==> src/rtl/dac_trim_pkg.sv <==
package dac_trim_pkg;

    typedef enum logic [1:0] {
        ST_IDLE   = 2'd0,
        ST_SEARCH = 2'd1,
        ST_VERIFY = 2'd2
    } cal_state_e;

    // Cycles per settle interval, never below one.
    function automatic int unsigned settle_cycles(longint unsigned clk_hz,
                                                  int unsigned     us);
        longint unsigned c;
        c = (clk_hz / 64'd1_000_000) * us;
        if (c == 0) c = 1;
        return int'(c);
    endfunction

endpackage

==> src/rtl/dac_trim_settle.sv <==
module dac_trim_settle #(
    parameter int unsigned CYCLES = 5000
) (
    input  logic clk,
    input  logic rst_n,
    input  logic en,
    input  logic clr,
    output logic expired
);
    localparam int unsigned CW = (CYCLES > 1) ? $clog2(CYCLES) : 1;
    localparam logic [CW-1:0] LAST = CW'(CYCLES - 1);

    logic [CW-1:0] cnt_d, cnt_q;

    always_comb begin
        cnt_d = cnt_q;
        if (!en || clr) begin
            cnt_d = '0;
        end else if (cnt_q != LAST) begin
            cnt_d = cnt_q + 1'b1;
        end
    end

    always_ff @(posedge clk or negedge rst_n) begin
        if (!rst_n) cnt_q <= '0;
        else        cnt_q <= cnt_d;
    end

    assign expired = en && (cnt_q == LAST);

    AST_SETTLE_BOUND: assert property (@(posedge clk) disable iff (!rst_n)
        cnt_q <= LAST);

endmodule

==> src/rtl/dac_trim_sar.sv <==
module dac_trim_sar #(
    parameter int unsigned TRIM_W = 5
) (
    input  logic [TRIM_W-1:0] code,
    input  logic [TRIM_W-1:0] step,
    input  logic              flag,
    output logic [TRIM_W-1:0] code_next,
    output logic [TRIM_W-1:0] step_next,
    output logic              last,
    output logic [TRIM_W-1:0] verify_code
);
    localparam logic [TRIM_W-1:0] MAX_CODE = {TRIM_W{1'b1}};

    always_comb begin
        code_next = flag ? (code - step) : (code + step);
        step_next = step >> 1;
        last      = (step == TRIM_W'(1));
        if (!flag && (code != MAX_CODE)) verify_code = code + 1'b1;
        else                             verify_code = code;
    end

endmodule

==> src/rtl/dac_trim_cal.sv <==
module dac_trim_cal
    import dac_trim_pkg::*;
#(
    parameter int unsigned     TRIM_W     = 5,
    parameter int unsigned     MODE_W     = 3,
    parameter longint unsigned CLK_HZ     = 100_000_000,
    parameter int unsigned     SETTLE_US  = 50,
    parameter int unsigned     RESET_TRIM = 0
) (
    input  logic              clk,
    input  logic              rst_n,
    input  logic              cal_start,
    input  logic              chan_busy,
    input  logic              cmp_flag,
    input  logic [MODE_W-1:0] mode_rd,
    output logic              mode_wr_en,
    output logic [MODE_W-1:0] mode_wr_data,
    output logic              chan_en_clr,
    output logic              cal_en,
    input  logic              user_wr_en,
    input  logic [TRIM_W-1:0] user_wr_data,
    output logic [TRIM_W-1:0] trim_code,
    output logic              trim_user,
    output logic              busy,
    output logic              done,
    output logic              start_err
);
    localparam int unsigned       SETTLE_N   = settle_cycles(CLK_HZ, SETTLE_US);
    localparam logic [TRIM_W-1:0] MID_CODE   = TRIM_W'(1) << (TRIM_W - 1);
    localparam logic [TRIM_W-1:0] FIRST_STEP = TRIM_W'(1) << (TRIM_W - 2);

    typedef struct packed {
        cal_state_e        st;
        logic [TRIM_W-1:0] trim;
        logic [TRIM_W-1:0] step;
        logic [MODE_W-1:0] saved;
        logic              user;
        logic              done;
        logic              err;
        logic              mode_we;
        logic [MODE_W-1:0] mode_wd;
        logic              ch_clr;
    } regs_t;

    regs_t r_d, r_q;

    logic              expired;
    logic [TRIM_W-1:0] code_next, step_next, verify_code;
    logic              last_step;

    dac_trim_settle #(.CYCLES(SETTLE_N)) u_settle (
        .clk     (clk),
        .rst_n   (rst_n),
        .en      (r_q.st != ST_IDLE),
        .clr     (expired),
        .expired (expired)
    );

    dac_trim_sar #(.TRIM_W(TRIM_W)) u_sar (
        .code        (r_q.trim),
        .step        (r_q.step),
        .flag        (cmp_flag),
        .code_next   (code_next),
        .step_next   (step_next),
        .last        (last_step),
        .verify_code (verify_code)
    );

    always_comb begin
        r_d         = r_q;
        r_d.done    = 1'b0;
        r_d.err     = 1'b0;
        r_d.mode_we = 1'b0;
        r_d.ch_clr  = 1'b0;
        unique case (r_q.st)
            ST_IDLE: begin
                if (cal_start && !chan_busy) begin
                    r_d.st      = ST_SEARCH;
                    r_d.trim    = MID_CODE;
                    r_d.step    = FIRST_STEP;
                    r_d.saved   = mode_rd;
                    r_d.mode_we = 1'b1;
                    r_d.mode_wd = '0;
                    r_d.ch_clr  = 1'b1;
                end else begin
                    r_d.err = cal_start;
                    if (user_wr_en) begin
                        r_d.trim = user_wr_data;
                        r_d.user = 1'b1;
                    end
                end
            end
            ST_SEARCH: begin
                if (expired) begin
                    r_d.trim = code_next;
                    r_d.step = step_next;
                    if (last_step) r_d.st = ST_VERIFY;
                end
            end
            ST_VERIFY: begin
                if (expired) begin
                    r_d.trim    = verify_code;
                    r_d.st      = ST_IDLE;
                    r_d.done    = 1'b1;
                    r_d.user    = 1'b1;
                    r_d.mode_we = 1'b1;
                    r_d.mode_wd = r_q.saved;
                end
            end
            default: r_d.st = ST_IDLE;
        endcase
    end

    always_ff @(posedge clk or negedge rst_n) begin
        if (!rst_n) begin
            r_q         <= '0;
            r_q.st      <= ST_IDLE;
            r_q.trim    <= TRIM_W'(RESET_TRIM);
        end else begin
            r_q <= r_d;
        end
    end

    assign busy         = (r_q.st != ST_IDLE);
    assign cal_en       = busy;
    assign trim_code    = r_q.trim;
    assign trim_user    = r_q.user;
    assign done         = r_q.done;
    assign start_err    = r_q.err;
    assign mode_wr_en   = r_q.mode_we;
    assign mode_wr_data = r_q.mode_wd;
    assign chan_en_clr  = r_q.ch_clr;

    AST_SETTLE_HOLD: assert property (@(posedge clk) disable iff (!rst_n)
        (busy && !expired) |=> $stable(trim_code));
    AST_REJECT_START: assert property (@(posedge clk) disable iff (!rst_n)
        (!busy && cal_start && chan_busy) |=> (start_err && !busy));
    AST_ENTRY_STATE: assert property (@(posedge clk) disable iff (!rst_n)
        (!busy && cal_start && !chan_busy) |=> (busy && chan_en_clr && mode_wr_en
            && (mode_wr_data == '0) && (trim_code == MID_CODE)));
    AST_DONE_PULSE: assert property (@(posedge clk) disable iff (!rst_n)
        done |=> !done);
    AST_DONE_IDLE: assert property (@(posedge clk) disable iff (!rst_n)
        done |-> (!busy && !cal_en && trim_user && mode_wr_en));
    AST_USER_IGNORED: assert property (@(posedge clk) disable iff (!rst_n)
        (busy && user_wr_en && !expired) |=> $stable(trim_code));

endmodule

==> config.mk <==
export PLATFORM = sky130hd
export DESIGN_NAME = dac_trim_cal
export DESIGN_NICKNAME = d
export VERILOG_FILES = /design/src/rtl/dac_trim_pkg.sv /design/src/rtl/dac_trim_settle.sv /design/src/rtl/dac_trim_sar.sv /design/src/rtl/dac_trim_cal.sv
export SDC_FILE = /design/constraint.sdc
export NUM_CORES = 1
export LEC_CHECK = 0
export ABC_AREA = 1
export ABC_CLOCK_PERIOD_IN_PS = 2000
export BUFFER_PORTS_ARGS = -buffer_cell sky130_fd_sc_hd__buf_2
export CORE_AREA = 2 2 80 82
export DETAILED_ROUTE_END_ITERATION = 10
export DIE_AREA = 0 0 82 84
export PLACE_DENSITY = 0.74
export SLEW_MARGIN = 20
export SYNTH_ARGS = -nofsm -noshare
export SYNTH_HDL_FRONTEND = slang
export SYNTH_HIERARCHICAL = 1
export SYNTH_SLANG_ARGS = --single-unit
==> constraint.sdc <==
create_clock -name clk -period 2 [get_ports clk]
set_input_delay 0.4 -clock clk [delete_from_list [all_inputs] [get_ports clk]]
set_output_delay 0.4 -clock clk [all_outputs]
set_load 0.05 [all_outputs]
==> flow_summary.yaml, run 1 <==
timing:
  slew_violations: 0
  period_share_pct: 101
  layout_setup_ws_ps: -19.3
  grt_setup_unrepaired: "yes"
  period_minus_slack_ps: 2020
  fin_skew_ps: 8.71
  timing.fmax_mhz: 495
  finalHoldViolations: 0
  tightest_slew_ps: 563
  setup_viol: 2
  maxSlewHeadroom_pct: 62.5
power_and_ir_drop:
  netSwitchingPower_mw: 1.82
  power_mw: 3.68
  clkPwrFrac_pct: 13.8
  p_int_mw: 1.86
  vdd_drop_max_mv: 0.747
  swShare_pct: 49.5
  leakagePower_nw: 1.67
  pwr-share-comb_pct: 58.4
  p_per_area_nw_per_um2: 1190
  pwr-share-seq_pct: 27.8
setup_path:
  worstSetupEndpointType: "flip-flop"
  cp_data_required_time_ps: 2190
  rr_endpoint: "trim_code[3]"
  reg2reg_from: "r_q[12]"
  arrival_ps: 2210
  critical_path_class: "flip-flop to flip-flop"
  path_max_fanout: 3
  crit_path_start_kind: "flip-flop"
  rr_worst_depth: 15
  rrSetupSlack_ps: -20
floorplan:
  fp.dieH_um: 84
  io_pins: 29
  die_area_um2: 6890
  core_area_um2: 6100
  die_w_um: 82
  start_util_pct: 43.1
  rows: 29
synthesis:
  synth.most_common_cell: "nand2_1"
  syn_inst: 378
  synth_cell_types: 31
  synth_seq_cells: 36
  synth-main-ff-cell: "dfrtp_1"
  synth_nets: 408
  syn_area_per_cell_um2: 6.96
  yosys_warnings: 6
  synth-edff-count: 0
  synth_top_cell_by_area: "dfrtp_1"
  synth_area_um2: 2630
  synthArstFlopShare_pct: 100
  synthTopCellsByArea: "dfrtp_1, nand2_1, ha_1"
  yosysSeqAreaShare_pct: 34.3
  synthTopCellsByCount: "nand2_1, inv_1, dfrtp_1, nand3_1, nor2_1"
  synthDominantCellAreaShare_pct: 34.3
clocking:
  clkTransAtPathRegs_ps: 80
  numCtsBuffers: 5
  ctsLongestPathBuffers: 2
  cts.sinks: 36
  insertion_delay_ps: 290
  ctsHoldBuffers: 0
  cts_tree: "built"
  cts_root_buffer: "clkbuf_8"
  h-tree-depth: 2
outcome:
  outcome: "complete, but fails checks"
  violations: "setup timing"
place:
  place_ws_ps: -97.9
  hpwl_um: 4300
  post_dp_cell_area_um2: 2880
  finalWeightedCongestion: 0.889
  port-buffer-count: 28
  dp.cells: 485
grt:
  grt_max_degree: 37
  grt_pass1_wl_um: 9960
  grt_pass1_vias: 2305
  grt-ovfl-total: 0
  antenna_found_initial: 0
  grt.total_usage_pct: 18.3
detailed_routing:
  num_vias: 2384
  drc: 0
  drtIter0Drc: 121
  viasPerCell: 4.82
  drt-total-wl_um: 5740
  ant_nets: 0
  firstDrtPassIters: 5
  wl_per_cell_um: 11.6
finish:
  drive_gt1_share_pct: 24.2
  utilization_pct: 50.7
  syn_to_final_growth_pct: 17.5
  nets: 448
  stdcell_count: 495
  diodes: 0
  postLayoutCellArea_um2: 3090
hold_path:
  hp-class: "primary input to async pin"
job:
  max_cap_viol_count: 0
-- per-stage QoR --
stage          hold slack, ps  TNS, ps
5_1_grt                   171     -380
3_3_place_gp              457    -5.08
2_1_floorplan             104    -14.7
4_1_cts                   151    -94.4
6_report                  133    -28.7
3_5_place_dp              457     -148
-- layer usage --
metal,track usage (%),part of all wire [%],up-vias,wire length (um)
met3,3.14,3.7,5,210
met1,24.6,47,1091,2700
met5,0,0,-,0
li1,-,-,1240,-
met2,29.1,48,48,2750
met4,6.52,1.4,0,78
-- critical path, cell delays in order (launching register included) --
cell and delay [ps]:
dfrtp_1 360, inv_2 60, ha_4 150, or2_4 240, xor2_2 160, ha_4 290, a21boi_4 170, nor2_1 50
nand2_1 50, nand2_1 50, nand2_1 70, nand2_1 60, nand2_1 50, nand2_1 50, nand2_1 60, nand2_1 40
-- area by class of cell --
type	instances	area, um^2
fillers	592	3010
multi-input cells	276	1500
flip-flops and latches	36	902
repair buffers	52	332
inverters	47	180
well taps	77	96.3
clock buffers	5	68.8
clock inverters	2	12.5
-- power groups by stage --
stage / Clock (mW) / Combinational (mW) / Sequential, mW
CTS: 0.522 / 2.05 / 1.02
global placement: 0 / 1.97 / 1.02
global route: 0.550 / 2.42 / 1.04
detailed placement: 0 / 2.01 / 1.02
floorplan: 0 / 1.56 / 1.07
finish: 0.506 / 2.15 / 1.02
-- what timing repair did --
item	in CTS	in global routing
setup buffers	3	0
resized for setup	7	18
endpoints found under the setup margin	4	8
cloned	0	0
pin swaps	10	14
-- how the worst max path moves through the flow --
| stage | cells past startpoint | endpoint | start | slack (ps) |
|---|---|---|---|---|
| detailed placement | 14 | trim_code[3] | r_q[11] | -100 |
| finish | 15 | trim_code[3] | r_q[12] | -20 |
| CTS | 14 | trim_code[3] | r_q[12] | -90 |
| global placement | 14 | trim_code[3] | r_q[11] | -5 |
| floorplan | 14 | trim_code[3] | r_q[11] | -10 |
| global route | 18 | trim_code[4] | r_q[12] | -200 |
-- sequential cells by signal, indices dropped and copies added (netlist names) --
signal,count
u_settle/cnt_q,13
r_q,10
chan_en_clr,1
trim_user,1
mode_wr_data,3
start_err,1
mode_wr_en,1
done,1
trim_code,5
-- cell usage in the layout (no fill, tap or decap), types with 3 or more instances in the layout --
cell      instances
nand4_1          10
buf_2            28
inv_1            40
xor2_1            5
nor2_1           34
nand3_2           5
o21ai_0           6
dfrtp_1          35
inv_2             6
nand2_2           7
nand3_1          31
o21ai_2           4
nor3_1            3
a21oi_1           4
clkbuf_8          5
buf_4            21
ha_1             11
ha_4              3
nor2_4            3
nand2_1         134
nor2_2            3
buf_6             3
-- logic make-up (layout without fill, tap and decap cells) --
group | count (synthesis) | count (layout) | synth area share, %
other | 1 | 1 | 0.143
buffers and inverters | 66 | 106 | 12.4
multiplexers | 1 | 1 | 0.428
adder cells (fa/ha/maj) | 16 | 16 | 7.90
XOR/XNOR | 7 | 7 | 2.33
flip-flops | 36 | 36 | 34.3
AND/OR/NAND/NOR | 234 | 234 | 38.7
AO/OA/AOI/OAI | 17 | 17 | 3.85
Note: power is estimated with default switching activity, not from simulation.
==> run 2: changes to the inputs <==
- MAX_ROUTING_LAYER: unset -> met4
- SKIP_LAST_GASP: unset -> 1
==> run 2 against run 1 <==
The run still ends with setup timing left. Design area increased by 0.36%. Critical endpoint unchanged. Cell count increased by 0.81%. Maximum frequency decreased by 5.0%. Register-to-register slack got worse by 110 ps.
==> flow_summary.yaml, run 2 (synthesized netlist as in run 1, its figures left out) <==
detailed_routing:
  drt-total-wl_um: 5670
  drc: 0
  viasPerCell: 4.89
  ant_nets: 0
  wl_per_cell_um: 11.4
  firstDrtPassIters: 4
  num_vias: 2440
  drtIter0Drc: 113
grt:
  antenna_found_initial: 0
  grt_use_met1_pct: 24.1
  grt_pass1_vias: 2326
  grt_most_used_layer: "met2"
  grt_pass1_wl_um: 10000
  grt_util_met3_pct: 2.92
  grt-ovfl-total: 0
  met2_usage_pct: 29.7
  grt_max_degree: 37
  grt.total_usage_pct: 18.8
setup_path:
  rr_endpoint: "trim_code[3]"
  cp_data_required_time_ps: 2240
  reg2reg_from: "r_q[12]"
  critical_path_class: "flip-flop to flip-flop"
  arrival_ps: 2370
  rrSetupSlack_ps: -130
  endpoint: "trim_code[3]"
  path_max_fanout: 2
  crit_path_start: "r_q[12]"
  crit_path_start_kind: "flip-flop"
  rr_worst_depth: 15
  worstSetupEndpointType: "flip-flop"
timing:
  layout_setup_ws_ps: -127
  setup_viol: 3
  slew_violations: 0
  period_share_pct: 106
  tightest_slew_ps: 530
  timing.fmax_mhz: 470
  maxSlewHeadroom_pct: 64.7
  hold_ws_ps: 129
  period_minus_slack_ps: 2130
  fin_skew_ps: 4.23
  finalHoldViolations: 0
  grt_setup_unrepaired: "yes"
floorplan:
  io_pins: 29
  fp.dieH_um: 84
  die_w_um: 82
  die_area_um2: 6890
  start_util_pct: 43.1
  core_area_um2: 6100
  rows: 29
place:
  port-buffer-count: 28
  place_ws_ps: -118
  hpwl_um: 4350
  dp.cells: 486
  finalWeightedCongestion: 0.898
  post_dp_cell_area_um2: 2900
power_and_ir_drop:
  vdd_drop_max_mv: 0.730
  p_per_area_nw_per_um2: 1230
  leakagePower_nw: 1.68
clocking:
  h-tree-depth: 2
  cts_root_buffer: "clkbuf_8"
  cts_tree: "built"
  ctsLongestPathBuffers: 2
  insertion_delay_ps: 290
  cts.sinks: 36
  ctsHoldBuffers: 0
  clkTransAtPathRegs_ps: 80
  numCtsBuffers: 5
job:
  max_cap_viol_count: 0
finish:
  largest_register_ffs: 13
  syn_to_final_growth_pct: 17.9
  utilization_pct: 50.9
  mostFrequentLayoutCells: "nand2_1, inv_1, dfrtp_1"
  drive_gt1_share_pct: 23.0
  top_register: "u_settle/cnt_q"
  postLayoutCellArea_um2: 3100
  nets: 451
  stdcell_count: 499
  diodes: 0
  final_common_cell: "nand2_1"
outcome:
  outcome: "complete, but fails checks"
  violations: "setup timing"
hold_path:
  hp-class: "primary input to async pin"
-- run 2: cell types whose count changed in the layout (fill, tap and decap cells not counted), sizes merged --
cell    change
buf         +3
bufinv      +1
-- run 2: metrics by stage --
step / TNS, ps / total power, mW
floorplan: -14.7 / 2.63
global placement: -2.70 / 3.04
detailed placement: -132 / 3.09
CTS: -159 / 3.76
global route: -825 / 4.16
finish: -273 / 3.83
-- run 2: layout make-up --
type / instances / area (um^2)
Clock inverter: 3 / 42.5
Timing Repair Buffer: 55 / 359
Inverter: 47 / 180
Multi-Input combinational cell: 276 / 1450
Fill cell: 613 / 3000
Sequential cell: 36 / 902
Tap cell: 77 / 96.3
Clock buffer: 5 / 68.8
-- run 2: worst max-delay path, cell delays in order (launching register included) --
cell and delay [ps]:
dfrtp_1 380, inv_2 60, ha_4 150, or2_4 240
xor2_1 140, ha_1 310, a21boi_2 170, nor2_1 120
nand2_1 70, nand2_1 60, nand2_1 50, nand2_1 90
nand2_1 60, nand2_1 60, nand2_1 50, nand2_1 50
-- run 2: how the worst min path moves through the flow --
stage | to | from
6_report | done | rst_n
5_1_grt | u_settle/cnt_q[8] | rst_n
4_1_cts | u_settle/cnt_q[12] | rst_n
3_5_place_dp | trim_user | trim_user
3_3_place_gp | trim_user | trim_user
2_1_floorplan | chan_en_clr | rst_n
-- run 2: where the power goes --
part	total (mW)	internal, mW	leakage, nW	switching [mW]
clock	0.654	0.369	0.0541	0.285
combinational	2.17	0.767	1.14	1.40
sequential	1.00	0.876	0.482	0.127
-- run 2: routing by layer --
layer	wire, um	part of all wire [%]	vias to the layer above
met2	2650	47	36
met3	128	2.3	12
li1	-	-	1247
met5	0	0	-
met1	2750	49	1145
met4	138	2.4	0
-- run 2: timing repair --
action,4_1_cts,5_1_grt
buffers inserted,3,2
setup endpoints to repair,3,8
pin swaps,10,9
resized for setup,5,9
